[src/rtl/frameTxPkg.sv]
package frameTxPkg;
  localparam int ADDR_W = 3;

  // modem register addresses
  localparam logic [ADDR_W-1:0] A_BUF  = 3'd0;
  localparam logic [ADDR_W-1:0] A_CMD  = 3'd1;
  localparam logic [ADDR_W-1:0] A_MODE = 3'd2;
  localparam logic [ADDR_W-1:0] A_CTRL = 3'd3;
  localparam logic [ADDR_W-1:0] A_STAT = 3'd4;

  // transmit task codes
  localparam logic [7:0] T_RAW24 = 8'h01;
  localparam logic [7:0] T_SID   = 8'h02;
  localparam logic [7:0] T_HDR   = 8'h03;
  localparam logic [7:0] T_INT   = 8'h04;
  localparam logic [7:0] T_LAST  = 8'h05;

  // status flag positions on the 4-bit read bus
  localparam int ST_W     = 4;
  localparam int ST_IRQ   = 3;
  localparam int ST_FREE  = 2;
  localparam int ST_EMPTY = 1;
  localparam int ST_SYM   = 0;

  // mode byte bit positions
  localparam int MD_IRQEN  = 7;
  localparam int MD_TXSEL  = 6;
  localparam int MD_EYE    = 5;
  localparam int MD_PSAVE  = 4;
  localparam int MD_SYMIRQ = 3;
  localparam int MD_INV    = 2;

  typedef enum logic [2:0] {
    SEC_SSYNC, SEC_FSYNC, SEC_SID, SEC_HDR, SEC_INT, SEC_LAST
  } secT;

  typedef struct packed {
    logic frameInit;
    logic byteLoad;
    logic byteStep;
    logic secNext;
    logic drainClr;
    logic drainRun;
  } dpCtlT;
endpackage

[src/rtl/frameTxPath.sv]
module frameTxPath
  import frameTxPkg::*;
#(
  parameter int SYNC_BYTES  = 6,
  parameter int FSYNC_BYTES = 6,
  parameter int SID_BYTES   = 3,
  parameter int HDR_BYTES   = 10,
  parameter int INT_BYTES   = 12,
  parameter int LAST_BYTES  = 8,
  parameter int INT_CNT_W   = 8,
  parameter int LEAD_SYMS   = 2,
  parameter int FLUSH_SYMS  = 16
) (
  input  logic                 clk,
  input  logic                 rstN,
  input  dpCtlT                ctl,
  input  logic [INT_CNT_W-1:0] numInter,
  input  logic                 symTick,
  output secT                  sec,
  output logic                 lastByte,
  output logic [7:0]           taskCode,
  output logic                 isLastSec,
  output logic                 drainDone
);
  localparam int DRAIN_SYMS = LEAD_SYMS + FLUSH_SYMS;
  localparam int CNT_W = $clog2(SYNC_BYTES + FSYNC_BYTES + SID_BYTES + HDR_BYTES
                                + INT_BYTES + LAST_BYTES + 1);
  localparam int DRN_W = $clog2(DRAIN_SYMS + 1);

  secT                  secQ;
  logic [CNT_W-1:0]     byteCnt;
  logic [INT_CNT_W-1:0] interLeft;
  logic [DRN_W-1:0]     drainCnt;

  function automatic logic [CNT_W-1:0] secLen(input secT s);
    case (s)
      SEC_SSYNC: return CNT_W'(SYNC_BYTES);
      SEC_FSYNC: return CNT_W'(FSYNC_BYTES);
      SEC_SID:   return CNT_W'(SID_BYTES);
      SEC_HDR:   return CNT_W'(HDR_BYTES);
      SEC_INT:   return CNT_W'(INT_BYTES);
      default:   return CNT_W'(LAST_BYTES);
    endcase
  endfunction

  always_ff @(posedge clk or negedge rstN) begin
    if (!rstN) begin
      secQ      <= SEC_SSYNC;
      interLeft <= '0;
      byteCnt   <= '0;
      drainCnt  <= '0;
    end else begin
      if (ctl.frameInit) begin
        secQ      <= SEC_SSYNC;
        interLeft <= numInter;
      end else if (ctl.secNext) begin
        case (secQ)
          SEC_SSYNC: secQ <= SEC_FSYNC;
          SEC_FSYNC: secQ <= SEC_SID;
          SEC_SID:   secQ <= SEC_HDR;
          SEC_HDR:   secQ <= (interLeft == '0) ? SEC_LAST : SEC_INT;
          SEC_INT: begin
            interLeft <= interLeft - 1'b1;
            if (interLeft == INT_CNT_W'(1)) secQ <= SEC_LAST;
          end
          default: secQ <= secQ;
        endcase
      end
      if (ctl.byteLoad)      byteCnt <= secLen(secQ) - 1'b1;
      else if (ctl.byteStep) byteCnt <= byteCnt - 1'b1;
      if (ctl.drainClr)                 drainCnt <= '0;
      else if (ctl.drainRun && symTick) drainCnt <= drainCnt + 1'b1;
    end
  end

  always_comb begin
    case (secQ)
      SEC_SSYNC, SEC_FSYNC: taskCode = T_RAW24;
      SEC_SID:              taskCode = T_SID;
      SEC_HDR:              taskCode = T_HDR;
      SEC_INT:              taskCode = T_INT;
      default:              taskCode = T_LAST;
    endcase
  end

  assign sec       = secQ;
  assign lastByte  = (byteCnt == '0);
  assign isLastSec = (secQ == SEC_LAST);
  assign drainDone = ctl.drainRun && symTick && (drainCnt == DRN_W'(DRAIN_SYMS - 1));


  drain_bound_chk: assert property (@(posedge clk) disable iff (!rstN)
    drainCnt <= DRN_W'(DRAIN_SYMS));


  inter_hold_chk: assert property (@(posedge clk) disable iff (!rstN)
    (!ctl.frameInit && !ctl.secNext) |=> $stable(interLeft));
endmodule

[src/rtl/frameTxCtrl.sv]
module frameTxCtrl
  import frameTxPkg::*;
#(
  parameter int DATA_W = 8
) (
  input  logic              clk,
  input  logic              rstN,
  input  logic              start,
  input  logic [DATA_W-1:0] cfgClkDiv,
  input  logic              cfgInvert,
  input  logic              cfgSymIrq,
  input  logic [DATA_W-1:0] byteData,
  input  logic [ST_W-1:0]   regRdata,
  input  logic              irqN,
  input  secT               sec,
  input  logic              lastByte,
  input  logic [7:0]        taskCode,
  input  logic              isLastSec,
  input  logic              drainDone,
  output logic [ADDR_W-1:0] regAddr,
  output logic [DATA_W-1:0] regWdata,
  output logic              regWr,
  output logic              regRd,
  output logic              srcPop,
  output logic              done,
  output logic              error,
  output logic [3:0]        errCode,
  output dpCtlT             ctl
);
  typedef enum logic [3:0] {
    S_IDLE, S_MODE, S_CTRL, S_PRE, S_PREP, S_LOAD, S_GAP, S_CMD,
    S_WIRQ, S_CHK, S_WFIN, S_CHKFIN, S_DRAIN
  } stT;

  stT               st, nxt;
  logic             doneQ, errQ;
  logic [3:0]       codeQ, failCode;
  logic             failNow, finishNow;
  logic [DATA_W-1:0] modeVal;
  logic             stIrq, stFree, stEmpty, stSymOnly;

  assign stIrq     = regRdata[ST_IRQ];
  assign stFree    = regRdata[ST_FREE];
  assign stEmpty   = regRdata[ST_EMPTY];
  assign stSymOnly = regRdata[ST_SYM] && !regRdata[ST_FREE];

  always_comb begin
    modeVal            = '0;
    modeVal[MD_IRQEN]  = 1'b1;
    modeVal[MD_TXSEL]  = 1'b1;
    modeVal[MD_EYE]    = 1'b0;
    modeVal[MD_PSAVE]  = 1'b0;
    modeVal[MD_SYMIRQ] = cfgSymIrq;
    modeVal[MD_INV]    = cfgInvert;
  end

  always_comb begin
    nxt       = st;
    ctl       = '0;
    regWr     = 1'b0;
    regRd     = 1'b0;
    regAddr   = A_BUF;
    regWdata  = '0;
    srcPop    = 1'b0;
    failNow   = 1'b0;
    failCode  = 4'd0;
    finishNow = 1'b0;
    case (st)
      S_IDLE: if (start) begin ctl.frameInit = 1'b1; nxt = S_MODE; end
      S_MODE: begin regWr = 1'b1; regAddr = A_MODE; regWdata = modeVal; nxt = S_CTRL; end
      S_CTRL: begin regWr = 1'b1; regAddr = A_CTRL; regWdata = cfgClkDiv; nxt = S_PRE; end
      S_PRE: begin
        regRd = 1'b1; regAddr = A_STAT;
        if (stFree) nxt = S_PREP;
        else begin failNow = 1'b1; failCode = 4'd1; nxt = S_IDLE; end
      end
      S_PREP: begin ctl.byteLoad = 1'b1; nxt = S_LOAD; end
      S_LOAD: begin
        regWr = 1'b1; regAddr = A_BUF; regWdata = byteData; srcPop = 1'b1;
        ctl.byteStep = 1'b1;
        if (lastByte) nxt = S_GAP;
      end
      S_GAP: nxt = S_CMD;
      S_CMD: begin regWr = 1'b1; regAddr = A_CMD; regWdata = DATA_W'(taskCode); nxt = S_WIRQ; end
      S_WIRQ: if (!irqN) nxt = S_CHK;
      S_CHK: begin
        regRd = 1'b1; regAddr = A_STAT;
        if (stSymOnly) nxt = S_WIRQ;
        else if (stIrq && stFree && !stEmpty) begin
          ctl.secNext = !isLastSec;
          nxt = isLastSec ? S_WFIN : S_PREP;
        end else begin
          failNow = 1'b1; failCode = 4'(sec) + 4'd2; nxt = S_IDLE;
        end
      end
      S_WFIN: if (!irqN) nxt = S_CHKFIN;
      S_CHKFIN: begin
        regRd = 1'b1; regAddr = A_STAT;
        if (stSymOnly) nxt = S_WFIN;
        else if (stIrq && stFree && stEmpty) begin ctl.drainClr = 1'b1; nxt = S_DRAIN; end
        else begin failNow = 1'b1; failCode = 4'd8; nxt = S_IDLE; end
      end
      S_DRAIN: begin
        ctl.drainRun = 1'b1;
        if (drainDone) begin finishNow = 1'b1; nxt = S_IDLE; end
      end
      default: nxt = S_IDLE;
    endcase
  end

  always_ff @(posedge clk or negedge rstN) begin
    if (!rstN) begin
      st    <= S_IDLE;
      doneQ <= 1'b0;
      errQ  <= 1'b0;
      codeQ <= '0;
    end else begin
      st <= nxt;
      if (st == S_IDLE && start) begin
        doneQ <= 1'b0;
        errQ  <= 1'b0;
        codeQ <= '0;
      end
      if (failNow) begin
        errQ  <= 1'b1;
        codeQ <= failCode;
      end
      if (finishNow) doneQ <= 1'b1;
    end
  end

  assign done    = doneQ;
  assign error   = errQ;
  assign errCode = codeQ;


  cmd_gap_chk: assert property (@(posedge clk) disable iff (!rstN)
    (regWr && regAddr == A_BUF) |=> !(regWr && regAddr == A_CMD));


  no_rdwr_chk: assert property (@(posedge clk) disable iff (!rstN)
    !(regWr && regRd));


  done_err_excl_chk: assert property (@(posedge clk) disable iff (!rstN)
    !(doneQ && errQ));


  err_quiet_chk: assert property (@(posedge clk) disable iff (!rstN)
    (errQ && !start) |-> (!regWr && !regRd && !srcPop));


  pop_wr_chk: assert property (@(posedge clk) disable iff (!rstN)
    srcPop |-> (regWr && regAddr == A_BUF));
endmodule

[src/rtl/frameTxSeq.sv]
module frameTxSeq
  import frameTxPkg::*;
#(
  parameter int DATA_W      = 8,
  parameter int INT_CNT_W   = 8,
  parameter int SYNC_BYTES  = 6,
  parameter int FSYNC_BYTES = 6,
  parameter int SID_BYTES   = 3,
  parameter int HDR_BYTES   = 10,
  parameter int INT_BYTES   = 12,
  parameter int LAST_BYTES  = 8,
  parameter int LEAD_SYMS   = 2,
  parameter int FLUSH_SYMS  = 16
) (
  input  logic                 clk,
  input  logic                 rstN,
  input  logic                 start,
  input  logic [DATA_W-1:0]    cfgClkDiv,
  input  logic                 cfgInvert,
  input  logic                 cfgSymIrq,
  input  logic [INT_CNT_W-1:0] numInter,
  input  logic [DATA_W-1:0]    byteData,
  output logic                 srcPop,
  input  logic                 irqN,
  input  logic                 symTick,
  input  logic [3:0]           regRdata,
  output logic [2:0]           regAddr,
  output logic [DATA_W-1:0]    regWdata,
  output logic                 regWr,
  output logic                 regRd,
  output logic                 done,
  output logic                 error,
  output logic [3:0]           errCode
);
  dpCtlT      ctl;
  secT        sec;
  logic       lastByte, isLastSec, drainDone;
  logic [7:0] taskCode;

  frameTxPath #(
    .SYNC_BYTES(SYNC_BYTES), .FSYNC_BYTES(FSYNC_BYTES), .SID_BYTES(SID_BYTES),
    .HDR_BYTES(HDR_BYTES), .INT_BYTES(INT_BYTES), .LAST_BYTES(LAST_BYTES),
    .INT_CNT_W(INT_CNT_W), .LEAD_SYMS(LEAD_SYMS), .FLUSH_SYMS(FLUSH_SYMS)
  ) u_path (
    .clk(clk), .rstN(rstN), .ctl(ctl), .numInter(numInter), .symTick(symTick),
    .sec(sec), .lastByte(lastByte), .taskCode(taskCode), .isLastSec(isLastSec),
    .drainDone(drainDone)
  );

  frameTxCtrl #(.DATA_W(DATA_W)) u_ctrl (
    .clk(clk), .rstN(rstN), .start(start), .cfgClkDiv(cfgClkDiv),
    .cfgInvert(cfgInvert), .cfgSymIrq(cfgSymIrq), .byteData(byteData),
    .regRdata(regRdata), .irqN(irqN), .sec(sec), .lastByte(lastByte),
    .taskCode(taskCode), .isLastSec(isLastSec), .drainDone(drainDone),
    .regAddr(regAddr), .regWdata(regWdata), .regWr(regWr), .regRd(regRd),
    .srcPop(srcPop), .done(done), .error(error), .errCode(errCode), .ctl(ctl)
  );
endmodule

[config.mk]
export PLATFORM = sky130hd
export DESIGN_NAME = frameTxSeq
export DESIGN_NICKNAME = d
export VERILOG_FILES = /design/src/rtl/frameTxPkg.sv /design/src/rtl/frameTxPath.sv /design/src/rtl/frameTxCtrl.sv /design/src/rtl/frameTxSeq.sv
export SDC_FILE = /design/constraint.sdc
export NUM_CORES = 1
export LEC_CHECK = 0
export BUFFER_PORTS_ARGS = -buffer_cell sky130_fd_sc_hd__buf_2
export CORE_MARGIN = 2
export CORE_UTILIZATION = 25
export DETAILED_ROUTE_END_ITERATION = 10
export SYNTH_ARGS = -nofsm -noshare
export SYNTH_HDL_FRONTEND = slang
export SYNTH_SLANG_ARGS = --single-unit
[constraint.sdc]
create_clock -name clk -period 2.6 [get_ports clk]
set_clock_uncertainty 0.05 [all_clocks]
set_input_delay 0.39 -clock clk [delete_from_list [all_inputs] [get_ports clk]]
set_output_delay 0.39 -clock clk [all_outputs]
set_load 0.05 [all_outputs]
==> flow_metrics.tcl <==
set metrics [dict create \
    status "completed" \
    hold_violations 0 \
    firstDrtPassIters 4 \
    clockBufferDepth 2 \
    setup_viol 0 \
    rsz0062_at_grt "no" \
    die_area_um2 9790 \
    cpMaxStageDelayCell "or3b_2" \
    avgRoutedWirePerCell_um 13.4 \
    async_flop_share_pct 100 \
    startpoint_type "flip-flop" \
    dpl_cell_area_um2 2690 \
    power_mw 3.23 \
    path_buf_inv 1 \
    core-area_um2 8720 \
    root_buffer "clkbuf_8" \
    crit_chain "or3b_2, nor2_2, nand2_1, o21ai_0, buf_2" \
    cp.required_ns 2.16 \
    drive_above_1_share_pct 26.2 \
    synth.distinct_cells 55 \
    final.min_clock_period_ns 2.44 \
    ys_top_cells_by_count "34 x nand2_1, 32 x dfrtp_1, 31 x nor2_1" \
    critical_path_arrival_ns 2.00 \
    drc_errors 0 \
    worstMarginPinSlew_ns 0.763 \
    initial_core_util_pct 25.9 \
    syn_area_per_cell_um2 8.20 \
    relSlewSlack_pct 48.7 \
    crit_path_end_kind "output pin" \
    maxSlewViolCount 0 \
    nets 379 \
    cts_tree "yes" \
    antenna_found_initial 0 \
    ant_nets 0 \
    overflow 0 \
    grt_pass1_wl_um 10200 \
    vias 2227 \
    synthTopCellsByArea "dfrtp_1 36%, nand2_1 5.7%, nor2_1 5.2%, ha_1 5.0%, o21ai_0 4.2%" \
    synth-edff-count 0 \
    cp_max_fo 11 \
    grt_max_degree 33 \
    drt-initial-drc-count 104 \
    synth_most_common_cell "nand2_1" \
    grt_usage_pct 12.7 \
    yosysTopAreaCellShare_pct 35.5 \
    maxCapViolCount 0 \
    synthFlopType "dfrtp_1" \
    via_per_inst 5.02 \
    yosysSeqAreaShare_pct 35.5 \
    reg2reg_depth 7 \
    ys_ff_latch 32 \
    hold_path.class "primary input to asynchronous set/reset pin" \
    stdcell_area_um2 2840 \
    io_buffers 54 \
    critical-path-max-stage-delay_ns 0.56 \
    critPathKind "flip-flop to output pin" \
    row_count 34 \
    synth_top_area_cell "dfrtp_1" \
    cts_sinks 32 \
    r2r_slack_ns 0.23 \
    globalplace.congestion 0.845 \
    vdd_ir_drop_max_v 0.000616 \
    clk_pin_slew_ns 0.07 \
    htreeDepth 2 \
    max_clock_freq_ghz 0.410 \
    p_leak_nw 1.28 \
    critPathTopFamily "simple AND/OR/NAND/NOR gates" \
    n_antenna_cell 0 \
    finalWirelength_um 5960 \
    syn-num-nets 319 \
    first_global_vias 2083 \
    hpwlAfterDp_um 4530 \
    fp.dieH_um 99.0 \
    r2r_end "u_path.byteCnt[4]" \
    hold_buffers 0 \
    die_w_um 99.0 \
    area_growth_pct 25.7 \
    synth_area_um2 2250 \
    worstSkewPairLatency_ns 0.28 \
    powerDensity_nw_per_um2 1140 \
    setup_tns_ns 0 \
    cts_buffers 5 \
    yosys_warnings 0 \
    finalCritPeriodShare_pct 93.7 \
    rr_startpoint "u_ctrl.st[0]" \
    ios 55 \
    syn_inst 275 \
    fill_cells 898 \
]
==> how the worst max path moves through the flow <==
stage,endpoint,start,slack (ns),cells after the start
after global placement,regWdata[2],u_path.sec[2],0.39,7
final,regWdata[1],u_ctrl.st[2],0.16,5
after floorplan,regWdata[1],u_ctrl.st[1],0.07,4
after global routing,regWdata[1],u_ctrl.st[2],0.05,5
after detailed placement,u_path.byteCnt[4],u_ctrl.st[0],0.25,7
after CTS,regWdata[2],u_path.sec[2],0.03,7
==> registers in the layout, summed over array words and instances (netlist names) <==
register	count
u_ctrl.done	1
u_ctrl.errCode	4
u_ctrl.error	1
u_ctrl.st	4
u_path.byteCnt	6
u_path.drainCnt	5
u_path.interLeft	8
u_path.sec	3
==> through the flow <==
step | worst slack [ns] | hold slack [ns] | instances | utilization (%)
global route | 0.0544 | 0.162 | 444 | 32.5
finish | 0.163 | 0.103 | 444 | 32.5
floorplan | 0.0750 | 0.0444 | 275 | -
detailed placement | 0.249 | 0.417 | 433 | 30.9
CTS | 0.0285 | 0.138 | 441 | 32.2
global placement | 0.389 | 0.418 | 433 | 30.9
==> repair_timing <==
action,4_1_cts,5_1_grt
buffers inserted,0,3
gates resized for setup,1,2
cloned,0,0
setup endpoints to repair,1,1
==> kinds of logic (layout without fill, tap and decap cells) <==
| logic type | count (synthesis) | after routing | synth area share (%) |
|---|---|---|---|
| buf+inv | 25 | 86 | 4.38 |
| xor+xnor | 15 | 15 | 5.83 |
| simple gates | 125 | 125 | 28.7 |
| mux | 2 | 2 | 0.999 |
| flops | 32 | 32 | 35.5 |
| compound gates | 67 | 67 | 19.5 |
| fa+ha+maj | 9 | 9 | 4.99 |
==> layer usage <==
metal  vias to the layer above  routed length (µm)  track usage, %
li1                       1107                   -               -
met3                         4                 310            2.41
met4                         0                  36            3.16
met2                        53                2780            19.4
met1                      1063                2830            18.4
met5                         -                   0               0
==> power breakdown <==
group          switching [mW]  total [mW]  internal [mW]
Sequential              0.175       0.846          0.671
Combinational            1.26        1.90          0.645
Clock                   0.193       0.476          0.283
Total                    1.63        3.23           1.60
==> cells in the final DEF (no fill, tap or decap), types with 4 or more instances in the layout <==
cell type / instances
buf_2: 53
nand2_1: 34
dfrtp_1: 31
nor2_1: 30
o21ai_0: 19
buf_4: 15
a21oi_1: 14
nor3_1: 12
xnor2_1: 10
inv_1: 9
ha_1: 9
nor3b_1: 6
nand3_1: 6
nand4_1: 5
xor2_1: 5
clkbuf_8: 5
nor2b_1: 4
and3_1: 4
a22o_1: 4
or3_1: 4
==> layout make-up <==
class	instances	area, µm²	area share [%]
Clock inverter	3	42.5	1.50
Tap cell	108	135	4.77
Sequential cell	32	802	28.3
Timing Repair Buffer	69	389	13.7
Inverter	9	33.8	1.19
Clock buffer	5	68.8	2.43
Multi-Input combinational cell	218	1360	48.1
No activity file was read; power rests on OpenSTA's default activity.
